$ cat config.mk
export PLATFORM = sky130hd
export DESIGN_NAME = usbh_cfg_regfile
export DESIGN_NICKNAME = d
export VERILOG_FILES = /design/src/rtl/usbh_cfg_pkg.sv /design/src/rtl/usbh_cfg_decode.sv /design/src/rtl/usbh_cfg_field.sv /design/src/rtl/usbh_irq_unit.sv /design/src/rtl/usbh_cfg_regfile.sv
export SDC_FILE = /design/constraint.sdc
export NUM_CORES = 1
export LEC_CHECK = 0
export ABC_AREA = 1
export BUFFER_PORTS_ARGS = -buffer_cell sky130_fd_sc_hd__buf_4
export CORE_ASPECT_RATIO = 1.2
export CORE_MARGIN = 5
export CORE_UTILIZATION = 38
export DETAILED_ROUTE_END_ITERATION = 12
export PLACE_DENSITY_LB_ADDON = 0.3
export SLEW_MARGIN = 30
export SYNTH_ARGS = -nofsm -noshare
export SYNTH_HDL_FRONTEND = slang
export SYNTH_SLANG_ARGS = --single-unit
$ cat constraint.sdc
create_clock -name clk -period 1.2 [get_ports clk]
set_clock_uncertainty 0.1 [all_clocks]
set_input_delay 0.18 -clock clk [delete_from_list [all_inputs] [get_ports clk]]
set_output_delay 0.18 -clock clk [all_outputs]
set_load 0.05 [all_outputs]
$ cat src/rtl/usbh_cfg_pkg.sv
package usbh_cfg_pkg;

   localparam int DATA_W = 32;
   localparam int IRQ_N  = 2;

   // Byte offsets; software depends on these values.
   localparam logic [7:0] OFS_FILT   = 8'h30;
   localparam logic [7:0] OFS_STRAP  = 8'h34;
   localparam logic [7:0] OFS_FADJ   = 8'h38;
   localparam logic [7:0] OFS_ENDIAN = 8'h40;
   localparam logic [7:0] OFS_COHER  = 8'h44;
   localparam logic [7:0] OFS_BMEN   = 8'h48;
   localparam logic [7:0] OFS_ERRCTL = 8'h60;
   localparam logic [7:0] OFS_ISTAT  = 8'h64;
   localparam logic [7:0] OFS_IMASK  = 8'h68;
   localparam logic [7:0] OFS_IEN    = 8'h6C;
   localparam logic [7:0] OFS_IDIS   = 8'h70;

   typedef enum logic [3:0] {
      RID_FILT,
      RID_STRAP,
      RID_FADJ,
      RID_ENDIAN,
      RID_COHER,
      RID_BMEN,
      RID_ERRCTL,
      RID_ISTAT,
      RID_IMASK,
      RID_IEN,
      RID_IDIS,
      RID_NONE
   } reg_id_e;

   function automatic int max_of3(input int a, input int b, input int c);
      int m;
      m = a;
      if (b > m) m = b;
      if (c > m) m = c;
      return m;
   endfunction

endpackage

$ cat src/rtl/usbh_cfg_decode.sv
module usbh_cfg_decode
   import usbh_cfg_pkg::*;
#(
   parameter int ADDR_W = 8
) (
   input  logic [ADDR_W-1:0] addr,
   output reg_id_e           id,
   output logic              hit
);

   initial begin
      assert (ADDR_W >= 8) else $error("usbh_cfg_decode: ADDR_W must be at least 8");
   end

   // Full-width compare: misaligned or out-of-window offsets miss.
   always_comb begin
      id = RID_NONE;
      case (addr)
         ADDR_W'(OFS_FILT):   id = RID_FILT;
         ADDR_W'(OFS_STRAP):  id = RID_STRAP;
         ADDR_W'(OFS_FADJ):   id = RID_FADJ;
         ADDR_W'(OFS_ENDIAN): id = RID_ENDIAN;
         ADDR_W'(OFS_COHER):  id = RID_COHER;
         ADDR_W'(OFS_BMEN):   id = RID_BMEN;
         ADDR_W'(OFS_ERRCTL): id = RID_ERRCTL;
         ADDR_W'(OFS_ISTAT):  id = RID_ISTAT;
         ADDR_W'(OFS_IMASK):  id = RID_IMASK;
         ADDR_W'(OFS_IEN):    id = RID_IEN;
         ADDR_W'(OFS_IDIS):   id = RID_IDIS;
         default:             id = RID_NONE;
      endcase
   end

   assign hit = (id != RID_NONE);

   // an offset with nonzero low bits never decodes
   always_comb begin
      if (addr[1:0] != 2'b00) begin
         a_misaligned_miss_r7: assert (!hit) else $error("misaligned offset decoded");
      end
   end

endmodule

$ cat src/rtl/usbh_cfg_field.sv
module usbh_cfg_field #(
   parameter int           W   = 1,
   parameter logic [W-1:0] RST = '0
) (
   input  logic         clk,
   input  logic         rst_n,
   input  logic         wr_en,
   input  logic [W-1:0] wdata,
   output logic [W-1:0] q
);

   initial begin
      assert (W >= 1 && W <= 32) else $error("usbh_cfg_field: W out of range");
   end

   always_ff @(posedge clk or negedge rst_n) begin
      if (!rst_n) q <= RST;
      else if (wr_en) q <= wdata;
   end

   // a field changes only when it is written
   p_hold_unwritten_r2: assert property (@(posedge clk) disable iff (!rst_n)
      !wr_en |=> $stable(q));

   // a write lands exactly the written value
   p_write_lands_r2: assert property (@(posedge clk) disable iff (!rst_n)
      wr_en |=> (q == $past(wdata)));

endmodule

$ cat src/rtl/usbh_irq_unit.sv
module usbh_irq_unit #(
   parameter int              NSRC     = 2,
   parameter logic [NSRC-1:0] MASK_RST = '1,
   parameter bit              IRQ_REG  = 1'b1
) (
   input  logic            clk,
   input  logic            rst_n,
   input  logic [NSRC-1:0] ev,
   input  logic            clr_we,
   input  logic            en_we,
   input  logic            dis_we,
   input  logic [NSRC-1:0] wdata,
   output logic [NSRC-1:0] status,
   output logic [NSRC-1:0] mask,
   output logic            irq
);

   initial begin
      assert (NSRC >= 1 && NSRC <= 32) else $error("usbh_irq_unit: NSRC out of range");
   end

   logic [NSRC-1:0] st_d;
   logic [NSRC-1:0] mk_d;

   for (genvar i = 0; i < NSRC; i++) begin : g_src
      // set has priority over write-one-to-clear
      always_comb begin
         st_d[i] = status[i];
         if (clr_we && wdata[i]) st_d[i] = 1'b0;
         if (ev[i])              st_d[i] = 1'b1;
      end

      always_comb begin
         mk_d[i] = mask[i];
         if (en_we && wdata[i])  mk_d[i] = 1'b0;
         if (dis_we && wdata[i]) mk_d[i] = 1'b1;
      end

      always_ff @(posedge clk or negedge rst_n) begin
         if (!rst_n) begin
            status[i] <= 1'b0;
            mask[i]   <= MASK_RST[i];
         end else begin
            status[i] <= st_d[i];
            mask[i]   <= mk_d[i];
         end
      end

      // an event pulse always leaves the bit set
      p_event_sets_r6: assert property (@(posedge clk) disable iff (!rst_n)
         ev[i] |=> status[i]);

      // write-one clears when no event competes
      p_w1c_clears_r3: assert property (@(posedge clk) disable iff (!rst_n)
         (clr_we && wdata[i] && !ev[i]) |=> !status[i]);

      // without clear-by-one or event the bit holds
      p_status_holds_r3: assert property (@(posedge clk) disable iff (!rst_n)
         (!ev[i] && !(clr_we && wdata[i])) |=> $stable(status[i]));

      // enabling a source clears its mask bit
      p_enable_clears_r4: assert property (@(posedge clk) disable iff (!rst_n)
         (en_we && !dis_we && wdata[i]) |=> !mask[i]);

      // disabling a source sets its mask bit
      p_disable_sets_r4: assert property (@(posedge clk) disable iff (!rst_n)
         (dis_we && wdata[i]) |=> mask[i]);

      // the mask only moves through enable or disable
      p_mask_holds_r4: assert property (@(posedge clk) disable iff (!rst_n)
         !(en_we || dis_we) |=> $stable(mask[i]));
   end

   if (IRQ_REG) begin : g_irq_reg
      logic irq_q;
      always_ff @(posedge clk or negedge rst_n) begin
         if (!rst_n) irq_q <= 1'b0;
         else        irq_q <= |(st_d & ~mk_d);
      end
      assign irq = irq_q;

      // the registered level tracks the stored status and mask
      p_irq_tracks_r5: assert property (@(posedge clk) disable iff (!rst_n)
         irq == |(status & ~mask));
   end else begin : g_irq_comb
      assign irq = |(status & ~mask);
   end

endmodule

$ cat src/rtl/usbh_cfg_regfile.sv
module usbh_cfg_regfile
   import usbh_cfg_pkg::*;
#(
   parameter int                ADDR_W   = 8,
   parameter int                FILT_W   = 4,
   parameter int                STRAP_W  = 5,
   parameter int                FADJ_W   = 6,
   parameter logic [FADJ_W-1:0] FADJ_RST = 6'h20,
   parameter bit                BMEN_RST = 1'b1,
   parameter bit                IRQ_REG  = 1'b1
) (
   input  logic               clk,
   input  logic               rst_n,
   input  logic               bus_sel,
   input  logic               bus_we,
   input  logic [ADDR_W-1:0]  bus_addr,
   input  logic [DATA_W-1:0]  bus_wdata,
   output logic [DATA_W-1:0]  bus_rdata,
   output logic               bus_err,
   input  logic               ev_addr_err_i,
   input  logic               ev_host_err_i,
   output logic [FILT_W-1:0]  filt_bypass_o,
   output logic [STRAP_W-1:0] port_strap_o,
   output logic [FADJ_W-1:0]  frame_adj_o,
   output logic               endian_o,
   output logic               coherent_o,
   output logic               bus_master_en_o,
   output logic               irq_o
);

   localparam int USED_W = max_of3(FILT_W, STRAP_W, max_of3(FADJ_W, IRQ_N, 1));

   initial begin
      assert (USED_W < DATA_W) else $error("usbh_cfg_regfile: field wider than bus");
   end

   reg_id_e id;
   logic    hit;
   logic    wr;
   logic    miss;
   logic    errctl_q;
   logic [IRQ_N-1:0] status;
   logic [IRQ_N-1:0] mask;
   logic [IRQ_N-1:0] ev_all;

   logic unused_wdata_hi;
   assign unused_wdata_hi = ^bus_wdata[DATA_W-1:USED_W];

   usbh_cfg_decode #(.ADDR_W(ADDR_W)) u_dec (
      .addr (bus_addr),
      .id   (id),
      .hit  (hit)
   );

   assign wr   = bus_sel && bus_we && hit;
   assign miss = bus_sel && !hit;

   usbh_cfg_field #(.W(FILT_W), .RST('0)) u_filt (
      .clk(clk), .rst_n(rst_n), .wr_en(wr && id == RID_FILT),
      .wdata(bus_wdata[FILT_W-1:0]), .q(filt_bypass_o));

   usbh_cfg_field #(.W(STRAP_W), .RST('0)) u_strap (
      .clk(clk), .rst_n(rst_n), .wr_en(wr && id == RID_STRAP),
      .wdata(bus_wdata[STRAP_W-1:0]), .q(port_strap_o));

   usbh_cfg_field #(.W(FADJ_W), .RST(FADJ_RST)) u_fadj (
      .clk(clk), .rst_n(rst_n), .wr_en(wr && id == RID_FADJ),
      .wdata(bus_wdata[FADJ_W-1:0]), .q(frame_adj_o));

   usbh_cfg_field #(.W(1), .RST(1'b0)) u_endian (
      .clk(clk), .rst_n(rst_n), .wr_en(wr && id == RID_ENDIAN),
      .wdata(bus_wdata[0]), .q(endian_o));

   usbh_cfg_field #(.W(1), .RST(1'b0)) u_coher (
      .clk(clk), .rst_n(rst_n), .wr_en(wr && id == RID_COHER),
      .wdata(bus_wdata[0]), .q(coherent_o));

   usbh_cfg_field #(.W(1), .RST(BMEN_RST)) u_bmen (
      .clk(clk), .rst_n(rst_n), .wr_en(wr && id == RID_BMEN),
      .wdata(bus_wdata[0]), .q(bus_master_en_o));

   usbh_cfg_field #(.W(1), .RST(1'b0)) u_errctl (
      .clk(clk), .rst_n(rst_n), .wr_en(wr && id == RID_ERRCTL),
      .wdata(bus_wdata[0]), .q(errctl_q));

   // source 0: decode error (external pulse or local miss), source 1: host error
   assign ev_all = {ev_host_err_i, ev_addr_err_i | miss};

   usbh_irq_unit #(.NSRC(IRQ_N), .MASK_RST('1), .IRQ_REG(IRQ_REG)) u_irq (
      .clk    (clk),
      .rst_n  (rst_n),
      .ev     (ev_all),
      .clr_we (wr && id == RID_ISTAT),
      .en_we  (wr && id == RID_IEN),
      .dis_we (wr && id == RID_IDIS),
      .wdata  (bus_wdata[IRQ_N-1:0]),
      .status (status),
      .mask   (mask),
      .irq    (irq_o)
   );

   always_comb begin
      bus_rdata = '0;
      case (id)
         RID_FILT:   bus_rdata = DATA_W'(filt_bypass_o);
         RID_STRAP:  bus_rdata = DATA_W'(port_strap_o);
         RID_FADJ:   bus_rdata = DATA_W'(frame_adj_o);
         RID_ENDIAN: bus_rdata = DATA_W'(endian_o);
         RID_COHER:  bus_rdata = DATA_W'(coherent_o);
         RID_BMEN:   bus_rdata = DATA_W'(bus_master_en_o);
         RID_ERRCTL: bus_rdata = DATA_W'(errctl_q);
         RID_ISTAT:  bus_rdata = DATA_W'(status);
         RID_IMASK:  bus_rdata = DATA_W'(mask);
         default:    bus_rdata = '0;
      endcase
   end

   assign bus_err = miss && errctl_q;

   // an error response only for a missed access with responses enabled
   p_err_only_miss_r7: assert property (@(posedge clk) disable iff (!rst_n)
      bus_err |-> (bus_sel && !hit && errctl_q));

   // a missed access reads zero
   p_miss_reads_zero_r7: assert property (@(posedge clk) disable iff (!rst_n)
      (bus_sel && !hit) |-> (bus_rdata == '0));

   // a missed access records the decode error
   p_miss_flags_r7: assert property (@(posedge clk) disable iff (!rst_n)
      (bus_sel && !hit) |=> status[0]);

   // a decoded access never errors
   p_hit_no_err_r8: assert property (@(posedge clk) disable iff (!rst_n)
      (bus_sel && hit) |-> !bus_err);

   // enable and disable offsets always read zero
   p_trig_read_zero_r4: assert property (@(posedge clk) disable iff (!rst_n)
      (bus_sel && (id == RID_IEN || id == RID_IDIS)) |-> (bus_rdata == '0));

endmodule

After elaboration in Yosys (flattened, before gate mapping)

Cells that the tools add are included.

Equal/unequal tests: 22
Bitwise gates (word level): 3
Muxes and demuxes: 10
Reduce and logical (&&, ||, !) cells: 23

Operators with widths:

| kind                                                             | number |
|---|---|
| 8-bit by 7-bit == test with 1-bit output (second input constant) | 8 |
| 6-bit one-hot mux with 9 select lines                            | 1 |
| 4-bit one-hot mux with 11 select lines                           | 1 |
| 8-bit by 6-bit == test with 1-bit output (second input constant) | 3 |
| 1-bit logical AND                                                | 20 |
| 4-bit by 3-bit == test with 1-bit output (second input constant) | 4 |
| 4-bit == test (second input constant)                            | 3 |
| 4-bit by 2-bit == test with 1-bit output (second input constant) | 2 |
| 1-bit 2-to-1 mux                                                 | 8 |
| 4-bit by 1-bit == test with 1-bit output (second input constant) | 1 |
| 4-bit zero test                                                  | 1 |
| 4-bit != test (second input constant)                            | 1 |
| 2-bit bitwise AND                                                | 1 |
| 2-bit NOT                                                        | 1 |
| 2-bit OR reduction                                               | 1 |
| 1-bit zero test                                                  | 1 |
| 1-bit OR                                                         | 1 |

Word-level logic and storage cells: 70
Output and inout port bits: 52
Register bits: 24
Input bits: 46

Depth between registers and ports, before layout

Depth after elaboration: 11
Mapped depth: 13
Depth with buffers taken out: 12

Cells and area by module

A second synthesis with hierarchy kept.

Cells, all modules: 261
Area total of the unflattened synthesis: 1760.4 sq um

By module, submodules not included:

| module                       | sequential area each (sq um) | cells each | times used | area an instance (sq um) |
|---|---|---|---|---|
| usbh_cfg_regfile             | 0.0                          | 98         | 1          | 551.8 |
| usbh_cfg_decode              | 0.0                          | 55         | 1          | 281.5 |
| usbh_cfg_field (u_fadj)      | 151.4                        | 25         | 1          | 222.7 |
| usbh_irq_unit                | 127.6                        | 25         | 1          | 209.0 |
| usbh_cfg_field (u_strap)     | 125.1                        | 21         | 1          | 185.2 |
| usbh_cfg_field (u_filt)      | 100.1                        | 17         | 1          | 148.9 |
| usbh_cfg_field (u_coher ...) | 25.0                         | 5          | 3          | 40.0 |
| usbh_cfg_field (u_bmen)      | 26.3                         | 5          | 1          | 41.3 |

Worst setup path after synthesis

No wires, ideal clock.

Path type: input-to-output
From: input port bus_addr[7]
To: output port bus_err
Setup slack: -0.984 ns
Buffers on the path: 0
Data arrival time: 1.904 ns
Data required time: 0.920 ns
Stages on the path: 8
Cells stage by stage: inv_2 -> nand2_2 -> inv_1 -> nand2_1 -> nor2_1 -> nor2_2 -> nand3_1 -> nor3_1

Longest elaborated chain between the ends: 6
Elaborated cells between the ends (all ways): 16
Classes of those cells: eq/ne (12); mux (1); reduce/logical (3)

RTL lines:

| element                                                                                                     | RTL line                | source |
|---|---|---|
| start, declared                                                                                             | usbh_cfg_regfile.sv:16  | `input logic [ADDR_W-1:0] bus_addr,` |
| 8-bit by 7-bit == test with 1-bit output / 8-bit by 6-bit == test with 1-bit output (equally long branches) | usbh_cfg_decode.sv:18   | `case (addr)` |
| 4-bit one-hot mux with 11 select lines *                                                                    | usbh_cfg_decode.sv:18   |  |
| 4-bit != test *                                                                                             | usbh_cfg_decode.sv:34   | `assign hit = (id != RID_NONE);` |
| 1-bit zero test *                                                                                           | usbh_cfg_regfile.sv:56  | `assign miss = bus_sel && !hit;` |
| 1-bit logical AND *                                                                                         | usbh_cfg_regfile.sv:56  |  |
| 1-bit logical AND *                                                                                         | usbh_cfg_regfile.sv:118 | `assign bus_err = miss && errctl_q;` |
| end, declared                                                                                               | usbh_cfg_regfile.sv:19  | `output logic bus_err,` |

Mark *: on every way between the ends. The rest lies on a longest branch, timed or not.

Final worst setup path

From: input port bus_addr[6]
To: output port bus_rdata[0]

Longest elaborated chain between the ends: 4
Elaborated cells between the ends (all ways): 22
Classes of those cells: eq/ne (19); mux (2); reduce/logical (1)

RTL lines:

| element                                                                                                     | RTL line                | source |
|---|---|---|
| 8-bit by 7-bit == test with 1-bit output / 8-bit by 6-bit == test with 1-bit output (equally long branches) | usbh_cfg_decode.sv:18   |  |
| 4-bit one-hot mux with 11 select lines *                                                                    | usbh_cfg_decode.sv:18   |  |
| 4-bit == test (tied with other cells)                                                                       | usbh_cfg_regfile.sv:104 | `case (id)` |
| 6-bit one-hot mux with 9 select lines *                                                                     | usbh_cfg_regfile.sv:104 |  |
| end, declared                                                                                               | usbh_cfg_regfile.sv:18  | `output logic [DATA_W-1:0] bus_rdata,` |

Marks and branches as above.

==> impl_results.md <==
* Status: finished with violations
* Violated checks: setup timing
* Final Net Count at 358
* Residual DRC count at 0
* Synth unique cells at 24
* Number of diodes at 0
* CTS tree: done
* # fillers at 257
* Min Tclk post-route at 1.616 ns
* Crit path launch type: input port
* Setup TNS at -9.868 ns
* Final hold vios at 0
* Final period utilization at 1.346
* Non-Filler Instances at 365
* Critical Path RT at 0.92 ns
* Starting Density at 0.3930
* Via count at 1,713
* GP Congestion at 0.8649
* Final setup viols at 38
* Via/cell ratio at 4.693
* Register area share after synthesis at 0.3910
* Yosys top cell by area: dfrtp_1
* Clock sink total at 24
* DP HPWL at 3.327 mm
* Synth top area cells: dfrtp_1 (32%), nand2_1 (14%), buf_4 (13%)
* Placed insts at 334
* Die footprint at 0.005458 mm2
* Die extent in y at 79.94 um
* Max Root-Sink Buffers at 2
* RSZ-0062 raised after global routing: yes
* Crit end category: output pin
* Setup CP Type: in -> out
* H-tree levels at 1
* Register bit count reported by yosys at 24
* Yosys top cell area share at 0.3231
* Site Rows at 25
* Share of layout cells above drive strength 1 at 0.7042
* 1st-iter DRT viols at 53
* Power Density at 573.7 mW/mm2
* Die W at 68.28 um
* Gr ovfl total at 0
* Largest net degree at the start of global routing at 25
* Root Buffer: clkbuf_8
* DRT Pass-1 Iters at 4
* Clk slew on worst S/H paths at 0.08 ns
* Peak Freq at 619.0 MHz
* CP Max Fanout at 6
* Io pins at 98
* Critical Path AT at 1.34 ns
* Inserted Clock Buffers at 3
* P&R area growth vs syn at 102.8%
* Clock latency on the worst-skew pair at 0.27 ns
* Pleak at 1.555 nW
* Worst slack, placed at -0.5781 ns
* Routed WL at 5.462 mm
* Worst VDD drop at 0.0007163 V
* First-pass GRT wire length at 7.790 mm
* Synthesized instance count at 207
* Most frequent cells in the layout: buf_4 (51), buf_6 (30), nand2_2 (28), conb_1 (26), nand2_1 (16)
* IO Port Bufs at 45
* Routed length per instance at 14.96 um
* Most common cell after layout, fill and taps aside: buf_4
* Total GRT Usage at 0.1881
* ANT nets after route at 0
* Netlist Area Pre-Place at 0.001549 mm2
* Slew Viols, Final at 0
* Placeable Area at 0.003941 mm2
* Worst setup margin at -0.4155 ns
* HP Class: in -> reg
* Initial antenna violation count at 0
* Yosys warning count at 0
* Syn Area/Cell at 7.483 um2
* Vias in the first global route at 1,697
* Maxcap violations at 0
==> state kept, by name (all words and copies together), names as in the netlist <==
name and count:
u_fadj.q 6, u_errctl.q 1, u_irq.status 2, u_strap.q 5
u_filt.q 4, u_coher.q 1, u_irq.mask 2, u_endian.q 1
u_irq.irq 1, u_bmen.q 1
==> synthesized netlist by cell type <==
cell       n
nor2_1    13
dfstp_2    4
conb_1     1
inv_1     20
buf_4     26
nand2_2    5
a22o_1     1
inv_2      6
nor2_2     4
and2_1     1
buf_6      1
nand3_1    9
dfrtp_1   20
a21oi_1    3
nor3_1     2
nor2_4     1
a221oi_1   1
o21ai_2    5
o21ai_1   11
nand2_1   58
o21ai_0    5
nand4_1    6
a32o_1     3
a21oi_4    1
==> routing by layer <==
layer  GRT usage  wire [um]  vias up
met3     0.02113        302        9
met2      0.3481       3190       54
li1            -          -      820
met5           0          0        -
met4     0.05368         80        0
met1      0.2204       1888      830
==> worst paths after layout <==
path,startpoint,to,slack [ns],cells after the start
max in group asynchronous,rst_n,u_irq.mask[1]$_DFF_PN1_,0.48,2
hold reg to reg,u_fadj.q[5]$_DFFE_PN1P_,u_fadj.q[5]$_DFFE_PN1P_,0.41,2
setup reg to reg,u_irq.mask[0]$_DFF_PN1_,u_irq.irq$_DFF_PN0_,0.15,5
min in group asynchronous,rst_n,u_strap.q[4]$_DFFE_PN0P_,0.23,2
hold / removal,ev_host_err_i,u_irq.status[1]$_DFF_PN0_,0.006,3
setup / recovery,bus_addr[6],bus_rdata[0],-0.42,9
==> where the power goes <==
group | switching (mW) | internal [mW]
logic | 0.347 | 0.140
clock network | 0.266 | 0.238
registers | 0.00166 | 0.810
==> through the flow <==
step,power (mW),utilization,hold slack (ns),area [um2]
detailed placement,1.227,0.5838,-0.006762,2301
global placement,1.225,0.5838,-0.008003,2301
floorplan,1.170,-,-0.2156,1864
finish,1.802,0.7971,0.005505,3142
global route,1.864,0.7971,0.01946,3142
CTS,1.753,0.7098,0.01495,2798
==> cells by family after synthesis <==
kind of cell	count (synthesis)	share of synthesized area
compound gates	30	0.1309
buf+inv	53	0.1963
flops	24	0.3910
other cells	1	0.002421
simple gates	99	0.2795
==> area by class of cell <==
cell class	instances	area, um2	share of cell area
Timing Repair Buffer	100	1016	0.3234
Inverter	26	155.1	0.04938
Sequential cell	24	614.3	0.1955
Tap cell	54	67.56	0.02151
Multi-Input combinational cell	157	1244	0.3959
Clock buffer	4	45.04	0.01434
==> critical path, stage by stage <==
cell and delay, ns:
buf_6 0.11, nand2_8 0.08, nor2_4 0.06, buf_4 0.13
buf_4 0.13, a32o_2 0.27, a21oi_2 0.14, nand3_4 0.08
buf_8 0.15
==> repair_timing <==
item / in CTS / in global routing
pin swaps: 31 / 29
hold endpoints to repair: 24 / 0
hold buffers: 1 / 0
gates resized for setup: 90 / 76
buffers inserted: 13 / 13
cloned: 1 / 1
setup endpoints to repair: 38 / 44
Note: power is estimated with default switching activity, not from simulation.
